**src/rtl/dsirp_pkg.sv**
```systemverilog
package dsirp_pkg;
  localparam int HDR_W   = 32;
  localparam int FIELD_W = 16;
  localparam int FIELD_LSB = 8;
  localparam int RSVD_ERR_BIT = 14;

  localparam logic [5:0] DT_ACK_ERR    = 6'h02;
  localparam logic [5:0] DT_DCS_SHORT1 = 6'h21;
  localparam logic [5:0] DT_DCS_SHORT2 = 6'h22;
  localparam logic [5:0] DT_DCS_LONG   = 6'h1C;
  localparam logic [5:0] DT_GEN_LONG   = 6'h1A;

  typedef enum logic [2:0] {
    ST_IDLE, ST_HDR, ST_FETCH, ST_EMIT, ST_DRAIN, ST_FIN
  } rp_state_e;

  typedef enum logic [2:0] {
    K_ACK, K_SHORT1, K_SHORT2, K_LONG, K_BAD
  } rp_kind_e;
endpackage

```
**src/rtl/dsirp_hdr_decode.sv**
```systemverilog
module dsirp_hdr_decode
  import dsirp_pkg::*;
(
  input  logic [HDR_W-1:0]   hdr_i,
  output rp_kind_e           kind_o,
  output logic [FIELD_W-1:0] field_o,
  output logic [FIELD_W-1:0] err_o
);
  logic [5:0] dt;

  assign dt      = hdr_i[5:0];
  assign field_o = hdr_i[FIELD_LSB +: FIELD_W];

  always_comb begin
    err_o = field_o;
    err_o[RSVD_ERR_BIT] = 1'b0;
  end

  always_comb begin
    unique case (dt)
      DT_ACK_ERR:                kind_o = K_ACK;
      DT_DCS_SHORT1:             kind_o = K_SHORT1;
      DT_DCS_SHORT2:             kind_o = K_SHORT2;
      DT_DCS_LONG, DT_GEN_LONG:  kind_o = K_LONG;
      default:                   kind_o = K_BAD;
    endcase
  end
endmodule

```
**src/rtl/dsirp_unpack.sv**
```systemverilog
module dsirp_unpack #(
  parameter int WORD_W = 32
) (
  input  logic              clk,
  input  logic              rst_n,
  input  logic              load_i,
  input  logic [WORD_W-1:0] word_i,
  input  logic              adv_i,
  output logic [7:0]        byte_o,
  output logic              at_end_o
);
  localparam int BPW   = WORD_W / 8;
  localparam int IDX_W = (BPW > 1) ? $clog2(BPW) : 1;
  localparam logic [IDX_W-1:0] IDX_END = IDX_W'(BPW - 1);

  logic [WORD_W-1:0] word_q;
  logic [IDX_W-1:0]  idx_q;

  always_ff @(posedge clk or negedge rst_n) begin
    if (!rst_n) begin
      word_q <= '0;
      idx_q  <= '0;
    end else if (load_i) begin
      word_q <= word_i;
      idx_q  <= '0;
    end else if (adv_i) begin
      word_q <= word_q >> 8;
      idx_q  <= idx_q + 1'b1;
    end
  end

  assign byte_o   = word_q[7:0];
  assign at_end_o = (idx_q == IDX_END);
endmodule

```
**src/rtl/dsi_resp_parser.sv**
```systemverilog
module dsi_resp_parser
  import dsirp_pkg::*;
#(
  parameter int CNT_W = 5,
  parameter int LEN_W = 16
) (
  input  logic              clk,
  input  logic              rst_n,
  input  logic              start,
  input  logic [CNT_W-1:0]  word_cnt,
  input  logic [LEN_W-1:0]  max_len,
  input  logic [HDR_W-1:0]  in_data,
  input  logic              in_valid,
  output logic              in_ready,
  output logic [7:0]        out_byte,
  output logic              out_valid,
  input  logic              out_ready,
  output logic              out_last,
  output logic              done,
  output logic [FIELD_W-1:0] err_vec,
  output logic [LEN_W-1:0]  byte_cnt,
  output logic              proto_err
);
  rp_state_e          st_q;
  logic [CNT_W-1:0]   left_q;
  logic [LEN_W-1:0]   cap_q, rem_q, cnt_q;
  logic [FIELD_W-1:0] err_q;
  logic               proto_q, is_long_q;

  rp_kind_e           kind;
  logic [FIELD_W-1:0] field, err_field;
  logic [LEN_W-1:0]   short_n, long_n;
  logic               in_hs, out_hs, last_byte, at_end, load;
  logic [HDR_W-1:0]   load_word;

  function automatic logic [LEN_W-1:0] clamp(input logic [31:0] a, input logic [31:0] b);
    return (a < b) ? LEN_W'(a) : LEN_W'(b);
  endfunction

  dsirp_hdr_decode u_dec (
    .hdr_i   (in_data),
    .kind_o  (kind),
    .field_o (field),
    .err_o   (err_field)
  );

  assign short_n = clamp((kind == K_SHORT2) ? 32'd2 : 32'd1, 32'(cap_q));
  assign long_n  = clamp(32'(field), 32'(cap_q));

  assign in_ready  = (st_q == ST_HDR) || (st_q == ST_FETCH) ||
                     ((st_q == ST_DRAIN) && (left_q != '0));
  assign in_hs     = in_valid && in_ready;
  assign out_valid = (st_q == ST_EMIT);
  assign out_hs    = out_valid && out_ready;
  assign last_byte = (rem_q == LEN_W'(1)) || (is_long_q && at_end && (left_q == '0));
  assign out_last  = out_valid && last_byte;
  assign done      = (st_q == ST_FIN);
  assign err_vec   = err_q;
  assign byte_cnt  = cnt_q;
  assign proto_err = proto_q;

  assign load      = in_hs && (((st_q == ST_HDR) && ((kind == K_SHORT1) || (kind == K_SHORT2)))
                               || (st_q == ST_FETCH));
  assign load_word = (st_q == ST_HDR) ? (in_data >> 8) : in_data;

  dsirp_unpack #(.WORD_W(HDR_W)) u_unpack (
    .clk      (clk),
    .rst_n    (rst_n),
    .load_i   (load),
    .word_i   (load_word),
    .adv_i    (out_hs),
    .byte_o   (out_byte),
    .at_end_o (at_end)
  );

  always_ff @(posedge clk or negedge rst_n) begin
    if (!rst_n) begin
      st_q      <= ST_IDLE;
      left_q    <= '0;
      cap_q     <= '0;
      rem_q     <= '0;
      cnt_q     <= '0;
      err_q     <= '0;
      proto_q   <= 1'b0;
      is_long_q <= 1'b0;
    end else begin
      unique case (st_q)
        ST_IDLE: if (start) begin
          left_q    <= word_cnt;
          cap_q     <= max_len;
          rem_q     <= '0;
          cnt_q     <= '0;
          err_q     <= '0;
          proto_q   <= 1'b0;
          is_long_q <= 1'b0;
          st_q      <= (word_cnt == '0) ? ST_FIN : ST_HDR;
        end
        ST_HDR: if (in_hs) begin
          left_q <= left_q - 1'b1;
          unique case (kind)
            K_ACK: begin
              err_q <= err_field;
              st_q  <= ST_DRAIN;
            end
            K_SHORT1, K_SHORT2: begin
              rem_q     <= short_n;
              is_long_q <= 1'b0;
              st_q      <= (short_n != '0) ? ST_EMIT : ST_DRAIN;
            end
            K_LONG: begin
              rem_q     <= long_n;
              is_long_q <= 1'b1;
              st_q      <= ((long_n != '0) && (left_q != CNT_W'(1))) ? ST_FETCH : ST_DRAIN;
            end
            default: begin
              proto_q <= 1'b1;
              st_q    <= ST_DRAIN;
            end
          endcase
        end
        ST_FETCH: if (in_hs) begin
          left_q <= left_q - 1'b1;
          st_q   <= ST_EMIT;
        end
        ST_EMIT: if (out_hs) begin
          rem_q <= rem_q - 1'b1;
          cnt_q <= cnt_q + 1'b1;
          if (last_byte)               st_q <= ST_DRAIN;
          else if (is_long_q && at_end) st_q <= ST_FETCH;
        end
        ST_DRAIN: begin
          if (left_q == '0)  st_q   <= ST_FIN;
          else if (in_hs)    left_q <= left_q - 1'b1;
        end
        ST_FIN:  st_q <= ST_IDLE;
        default: st_q <= ST_IDLE;
      endcase
    end
  end

  AST_OUT_HOLD: assert property (@(posedge clk) disable iff (!rst_n)
    (out_valid && !out_ready) |=> (out_valid && $stable(out_byte) && $stable(out_last)));
  AST_DONE_PULSE: assert property (@(posedge clk) disable iff (!rst_n)
    done |=> !done);
  AST_WORDS_USED: assert property (@(posedge clk) disable iff (!rst_n)
    done |-> (left_q == '0));
  AST_RSVD_CLEAR: assert property (@(posedge clk) disable iff (!rst_n)
    !err_vec[RSVD_ERR_BIT]);
  AST_PROTO_QUIET: assert property (@(posedge clk) disable iff (!rst_n)
    proto_err |-> !out_valid);
  AST_CNT_CAP: assert property (@(posedge clk) disable iff (!rst_n)
    byte_cnt <= cap_q);
endmodule

```
**config.mk**
```make
export PLATFORM = sky130hd
export DESIGN_NAME = dsi_resp_parser
export DESIGN_NICKNAME = d
export VERILOG_FILES = /design/src/rtl/dsirp_pkg.sv /design/src/rtl/dsirp_hdr_decode.sv /design/src/rtl/dsirp_unpack.sv /design/src/rtl/dsi_resp_parser.sv
export SDC_FILE = /design/constraint.sdc
export NUM_CORES = 1
export LEC_CHECK = 0
export CORE_UTILIZATION = 30
export CTS_CLUSTER_DIAMETER = 50
export DETAILED_ROUTE_END_ITERATION = 7
export SLEW_MARGIN = 20
export SYNTH_ARGS = -nofsm -noshare
export SYNTH_HDL_FRONTEND = slang
export SYNTH_SLANG_ARGS = --single-unit
export TNS_END_PERCENT = 100
```
**constraint.sdc**
```tcl
create_clock -name clk -period 2.94 [get_ports clk]
set_clock_uncertainty 0.05 [all_clocks]
set_input_delay 0.588 -clock clk [delete_from_list [all_inputs] [get_ports clk]]
set_output_delay 0.588 -clock clk [all_outputs]
set_load 0.1 [all_outputs]
```
==> impl_metrics.csv, run 1 <==
group,metric,value,unit
detailed_routing,vias_per_cell,5.24,
placement,gp_congestion,0.887,
clock_network,clk_latency,0.35,ns
setup_path,cp.arrival,2.22,ns
grt,grt_usage,18.9,%
pwr,ir_drop,0.557,mV
logic_synthesis,synthTopCellsByCount,"121 x nand2_1, 107 x dfrtp_1, 49 x nor2_1",
logic_synthesis,synthCells,718,
logic_synthesis,syn_avg_cell_area,8.82,sq um
detailed_routing,firstDrtPassIters,5,
setup_path,start_kind,"flop",
timing,report.final.slew_viol_count,0,
setup_path,critPathBufInv,2,
floorplanning,core,20500,sq um
grt,grt_pass1_vias,5656,
pwr,power_density,955,nW/um^2
detailed_routing,wire_per_inst,17.9,um
placement,dpl.hpwl,14700,um
placement,place_area,7840,sq um
placement,dp_slack,-0.175,ns
pwr,p_switching,3.75,mW
timing,worst_slack,0.0855,ns
floorplanning,die_y,147,um
logic_synthesis,synth_top_cell_by_area,"dfrtp_1",
detailed_routing,drt_iter0_drc,470,
clock_network,cts_buffers,9,
pwr,p_total,7.85,mW
clock_network,cts_hold_buf,0,
clock_network,clockBufferDepth,2,
status,status,"complete, no violations",
pwr,power_frac_clock,17.4,%
pwr,pwr-share-comb,53.0,%
logic_synthesis,synth_top_cell_area_share,42.3,%
detailed_routing,via_count,5854,
setup_path,cp-end-kind,"primary output",
floorplanning,die-area,21700,sq um
floorplanning,dieWidth,147,um
finish,nets,922,
clock_network,cts-root-buf,"clkbuf_16",
timing,max_slew_margin,51.3,%
clock_network,clkTransAtPathRegs,0.08,ns
setup_path,critical_path_required,2.30,ns
grt,antenna_found_initial,0,
timing,min_period,2.85,ns
setup_path,cp_top_family,"simple AND/OR/NAND/NOR gates",
setup_path,reg2reg_slack,0.38,ns
setup_path,critPathSlowestCell,"or4b_4",
grt,overflow,0,
setup_path,crit_type,"reg -> out",
finish,drive_gt1_share,16.2,%
pwr,internal-power,4.10,mW
timing,setup_violations,0,
grt,grt_pass1_wl,32000,um
clock_network,cts.sinks,107,
floorplanning,io_pins,103,
timing,timing.fmax,350,MHz
logic_synthesis,synth-seq-area-share,42.3,%
finish,n_antenna_cell,0,
logic_synthesis,synthFlopType,"dfrtp_1",
pwr,p_sw_share,47.7,%
setup_path,cp_max_fo,4,
placement,io_buffer_count,101,
finish,design_area,8220,sq um
logic_synthesis,synthArstFlopShare,100,%
grt,grt_max_degree,108,
logic_synthesis,synth_warnings,0,
detailed_routing,finalWirelength,20000,um
logic_synthesis,synth_most_common_cell,"nand2_1",
timing,hold_viol_final,0,
floorplanning,start_util,30.9,%
detailed_routing,drc,0,
logic_synthesis,syn-cell-area,6330,sq um
logic_synthesis,synth.area.top_cells,"dfrtp_1 42%, nand2_1 7.2%, ha_1 4.3%",
logic_synthesis,synth_cell_types,68,
clock_network,cts_tree,"yes",
setup_path,setup.worst_path.start,"left_q[1]",
pwr,p_seq_share,29.6,%
setup_path,cp_cell_sequence,"inv_1 > ha_4 > or4b_4 > nor2_1 > a31oi_1 > nor3_4 > buf_12",
floorplanning,row_count,52,
clock_network,htreeDepth,3,
detailed_routing,ant_nets,0,
timing,worst_slew_pin_slew,0.729,ns
logic_synthesis,synth_fp_nets,798,
finish,area_growth,29.8,%
setup_path,r2r_start,"cap_q[13]",
finish,final_util,40.1,%
logic_synthesis,ys_ff_latch,107,
logic_synthesis,synth_edf_count,0,
pwr,leakage,3.77,nW
setup_path,max_stage_delay,0.49,ns
hold_path,worst_hold_path_type,"in -> async",
timing,period_share,97.1,%
flow_run,max_cap_viol_count,0,
## worst register-to-register path, cell delays in order (launching register included)
cell and delay (ns):
dfrtp_1 0.41, inv_1 0.13, ha_1 0.27, a211oi_2 0.18
nor2_1 0.08, or3_4 0.38, a211oi_4 0.30, buf_4 0.29
mux2i_1 0.26, o21ai_1 0.08
## metal layers
| metal | routed length, um | vias up | global-route usage (%) |
|---|---|---|---|
| li1 | - | 2806 | - |
| met1 | 9790 | 2816 | 28.0 |
| met2 | 8560 | 214 | 27.6 |
| met3 | 1380 | 18 | 4.25 |
| met4 | 236 | 0 | 4.28 |
| met5 | 0 | - | 0 |
## power groups by stage
stage / clock, mW / combinational, mW / sequential (mW)
finish: 1.36 / 4.16 / 2.32
detailed placement: 0 / 4.09 / 2.34
floorplan: 0 / 2.48 / 2.80
CTS: 1.39 / 4.15 / 2.31
global route: 1.45 / 4.49 / 2.38
global placement: 0 / 4.06 / 2.34
## final cells by class
type                    instances  area, sq um
multi-input cells             542         3380
inverters                      24         90.1
clock buffers                  10          239
flip-flops and latches        107         2680
fillers                      2089        12300
repair buffers                158         1400
clock inverters                 6         95.1
well taps                     270          338
## stage by stage
stage	setup TNS, ns	hold slack, ns	std cells
final	0	0.196	1117
after global routing	-0.00681	0.298	1117
after CTS	0	0.276	1117
after detailed placement	-4.00	0.433	1099
after global placement	-2.97	0.423	1099
after floorplan	0	0.242	718
## placed cells by master (no fill, tap or decap), drive strengths merged, types with 11 or more instances in the layout
cell,synthesis,final
a21oi,38,38
buf,25,102
nor3,16,16
inv,24,26
o21ai,63,63
nand2,122,122
nand3,21,21
mux2i,18,18
and2,11,11
ha,22,22
xor2,15,15
clkdlybuf4s50,0,56
mux2,12,12
dfrtp,107,107
nor2,50,50
and3,13,13
## state kept, by name, indices dropped and copies added, names as in the netlist
| signal | count |
|---|---|
| is_long_q | 1 |
| proto_err | 1 |
| err_vec | 15 |
| rem_q | 16 |
| byte_cnt | 16 |
| u_unpack.idx_q | 2 |
| cap_q | 16 |
| st_q | 3 |
| u_unpack.word_q | 32 |
| left_q | 5 |
## logic make-up (layout without fill, tap and decap cells)
| family | count (synthesis) | after routing | synth area share [%] |
|---|---|---|---|
| flip-flops | 107 | 107 | 42.3 |
| adder cells (fa/ha/maj) | 22 | 22 | 4.35 |
| XOR/XNOR | 21 | 21 | 2.90 |
| buffers and inverters | 69 | 198 | 5.10 |
| multiplexers | 30 | 30 | 4.98 |
| AND/OR/NAND/NOR | 288 | 288 | 21.7 |
| other | 1 | 1 | 0.0592 |
| AO/OA/AOI/OAI | 180 | 180 | 18.6 |
## path summary, 6_finish.rpt
| kind | endpoint | depth (start not counted) |
|---|---|---|
| worst max-delay path | out_last | 7 |
| worst min-delay path | err_vec[7] | 2 |
| worst max register to register | rem_q[12] | 9 |
| worst min register to register | err_vec[3] | 1 |
| max in group asynchronous | left_q[4] | 2 |
| min in group clk | err_vec[3] | 1 |
## what timing repair did
| item | CTS | global route |
|---|---|---|
| pin swaps | 1 | 1 |
| buffers inserted | 2 | 0 |
| hold endpoints to repair | 0 | 0 |
| setup endpoints to repair | 1 | 1 |
| gates resized for setup | 4 | 1 |
Note: power is estimated with default switching activity, not from simulation.
==> inputs of run 2 (changes only) <==
--- a/config.mk
+++ b/config.mk
@@ -5,6 +5,7 @@
 export SDC_FILE = /design/constraint.sdc
 export NUM_CORES = 1
 export LEC_CHECK = 0
+export ABC_AREA = 1
 export CORE_UTILIZATION = 30
 export CTS_CLUSTER_DIAMETER = 50
 export DETAILED_ROUTE_END_ITERATION = 7
==> constraint.sdc (replaced) <==
create_clock -name clk -period 3.35 [get_ports clk]
set_clock_uncertainty 0.05 [all_clocks]
set_input_delay 0.67 -clock clk [delete_from_list [all_inputs] [get_ports clk]]
set_output_delay 0.67 -clock clk [all_outputs]
set_load 0.1 [all_outputs]
==> impl_metrics.csv, run 2 <==
group,metric,value,unit
logic_synthesis,syn_avg_cell_area,7.68,sq um
pwr,power_density,878,nW/um^2
logic_synthesis,synth_warnings,0,
grt,antenna_found_initial,0,
timing,report.final.slew_viol_count,0,
detailed_routing,ant_nets,0,
logic_synthesis,syn-cell-area,6480,sq um
placement,place_area,7720,sq um
placement,io_buffer_count,101,
logic_synthesis,synthCells,843,
grt,overflow,0,
finish,final_common_cell,"nand2_1",
grt,grt_max_degree,57,
placement,dpl.hpwl,14400,um
detailed_routing,firstDrtPassIters,7,
detailed_routing,via_count,5967,
timing,period_share,86.9,%
clock_network,clockBufferDepth,2,
timing,grt_setup_unrepaired,"false",
detailed_routing,drt_iter0_drc,422,
finish,drive_gt1_share,14.6,%
timing,timing.fmax,343,MHz
placement,placed_cells,1206,
grt,grt_usage,17.9,%
detailed_routing,drc,0,
clock_network,cts_hold_buf,0,
detailed_routing,met2_length,8580,um
clock_network,clk_latency,0.36,ns
logic_synthesis,synthTopCellsByCount,"210 x nand2_1, 107 x dfrtp_1, 82 x inv_1",
timing,max_slew_margin,47.2,%
clock_network,htreeDepth,3,
setup_path,critical_path_required,2.63,ns
logic_synthesis,synth_edf_count,0,
detailed_routing,wl_met3,1070,um
logic_synthesis,synth_most_common_cell,"nand2_1",
logic_synthesis,synthFlopType,"dfrtp_1",
logic_synthesis,ys_ff_latch,107,
timing,setup_violations,0,
finish,fin_cells,1222,
setup_path,reg2reg_slack,0.90,ns
detailed_routing,top_layer_used,"met4",
setup_path,start_kind,"flop",
clock_network,clkTransAtPathRegs,0.08,ns
floorplanning,row_count,53,
clock_network,cts.sinks,107,
hold_path,worst_hold_path_type,"in -> async",
finish,n_antenna_cell,0,
floorplanning,die_y,149,um
clock_network,cts-root-buf,"clkbuf_16",
clock_network,cts_tree,"yes",
setup_path,critPathCapture,"out_last",
placement,gp_congestion,0.884,
setup_path,setup.worst_path.start,"left_q[0]",
flow_run,max_cap_viol_count,0,
grt,grt_pass1_wl,30500,um
floorplanning,core,21100,sq um
floorplanning,io_pins,103,
pwr,ir_drop,0.417,mV
finish,design_area,8030,sq um
placement,dp_slack,0.103,ns
detailed_routing,wire_per_inst,15.6,um
setup_path,ff2ff_path_depth,18,
timing,setup_tns,0,ns
pwr,p_total,7.05,mW
timing,worst_slack,0.438,ns
detailed_routing,met1Wirelength,8770,um
detailed_routing,vias_per_cell,4.88,
logic_synthesis,synth_top_cell_area_share,41.3,%
grt,grt_pass1_vias,5670,
finish,largest_reg_flops,32,
finish,layout_common_cells,"210 x nand2_1, 107 x dfrtp_1, 82 x inv_1",
logic_synthesis,synthArstFlopShare,100,%
clock_network,cts_buffers,9,
floorplanning,start_util,30.7,%
setup_path,cp_max_fo,4,
logic_synthesis,synth_fp_nets,923,
pwr,leakage,3.82,nW
timing,hold_viol_final,0,
timing,worst_slew_pin_slew,0.793,ns
setup_path,r2r_start,"cap_q[7]",
logic_synthesis,synth_cell_types,53,
clock_network,cts_resized,0,
clock_network,post-cts-setup-buffers,0,
setup_path,crit_type,"reg -> out",
detailed_routing,finalWirelength,19000,um
floorplanning,dieWidth,149,um
finish,area_growth,23.9,%
logic_synthesis,synth.area.top_cells,"dfrtp_1 41%, nand2_1 12%, o21ai_0 5.3%",
logic_synthesis,synth_top_cell_by_area,"dfrtp_1",
status,status,"complete, no violations",
setup_path,cp.arrival,2.19,ns
setup_path,rr_endpoint,"st_q[2]",
floorplanning,die-area,22200,sq um
setup_path,cp-end-kind,"primary output",
finish,nets,1022,
logic_synthesis,synth-seq-area-share,41.3,%
finish,regMostFlops,"u_unpack.word_q",
timing,min_period,2.91,ns
-- run 2: cell count changes in the layout (fill, tap and decap cells not counted), moves of 27 or more --
cell,before,now
inv_1,24,82
nand3_1,21,50
buf_4,96,69
o21ai_0,35,69
nor2_1,46,77
nand2_1,121,210
-- run 2: worst max-delay path, cell delays in order (launching register included) --
cell and delay [ns]:
dfrtp_1 0.42, inv_1 0.09, ha_1 0.21, nand3_1 0.15
nor3_1 0.22, a41oi_1 0.13, nor2_1 0.26, buf_4 0.34
-- run 2: cell families after synthesis --
group	Yosys count	synth area share (%)
mux	1	0.155
fa+ha+maj	22	4.25
simple gates	393	27.6
xor+xnor	9	1.22
buf+inv	133	8.89
other cells	1	0.0579
compound gates	177	16.5
flops	107	41.3
-- run 2: through the flow --
stage	util, %	hold slack, ns
after floorplan	-	0.324
after global placement	36.6	0.418
after detailed placement	36.6	0.424
after CTS	38.1	0.374
after global routing	38.1	0.407
final	38.1	0.351
-- run 2: layout make-up --
cell class | instances | area [sq um]
clock buffer | 10 | 239
sequential | 107 | 2680
clock inverter | 6 | 70.1
fill | 2211 | 13100
multi-input combinational | 603 | 3220
inverter | 94 | 353
tap | 275 | 344
timing repair buffer | 127 | 1120
-- run 2: layer usage --
metal  GRT usage (%)  vias to the layer above
met4            7.55                        0
met2            27.7                      162
met3            4.19                       40
met5               0                        -
li1                -                     2993
met1            23.9                     2772
-- run 2: worst min-delay path by stage --
stage	cells after the start	end	slack, ns	start
final	1	err_vec[7]	0.35	rst_n
after global routing	1	err_vec[7]	0.41	rst_n
after CTS	1	u_unpack.word_q[8]	0.37	rst_n
after detailed placement	2	u_unpack.word_q[31]	0.42	u_unpack.word_q[31]
after global placement	2	u_unpack.word_q[31]	0.42	u_unpack.word_q[31]
after floorplan	0	byte_cnt[0]	0.32	rst_n
-- run 2: report_power, final --
part,total [mW],internal (mW),switching (mW)
Clock,1.12,0.607,0.517
Sequential,2.13,1.76,0.375
Combinational,3.79,1.14,2.65
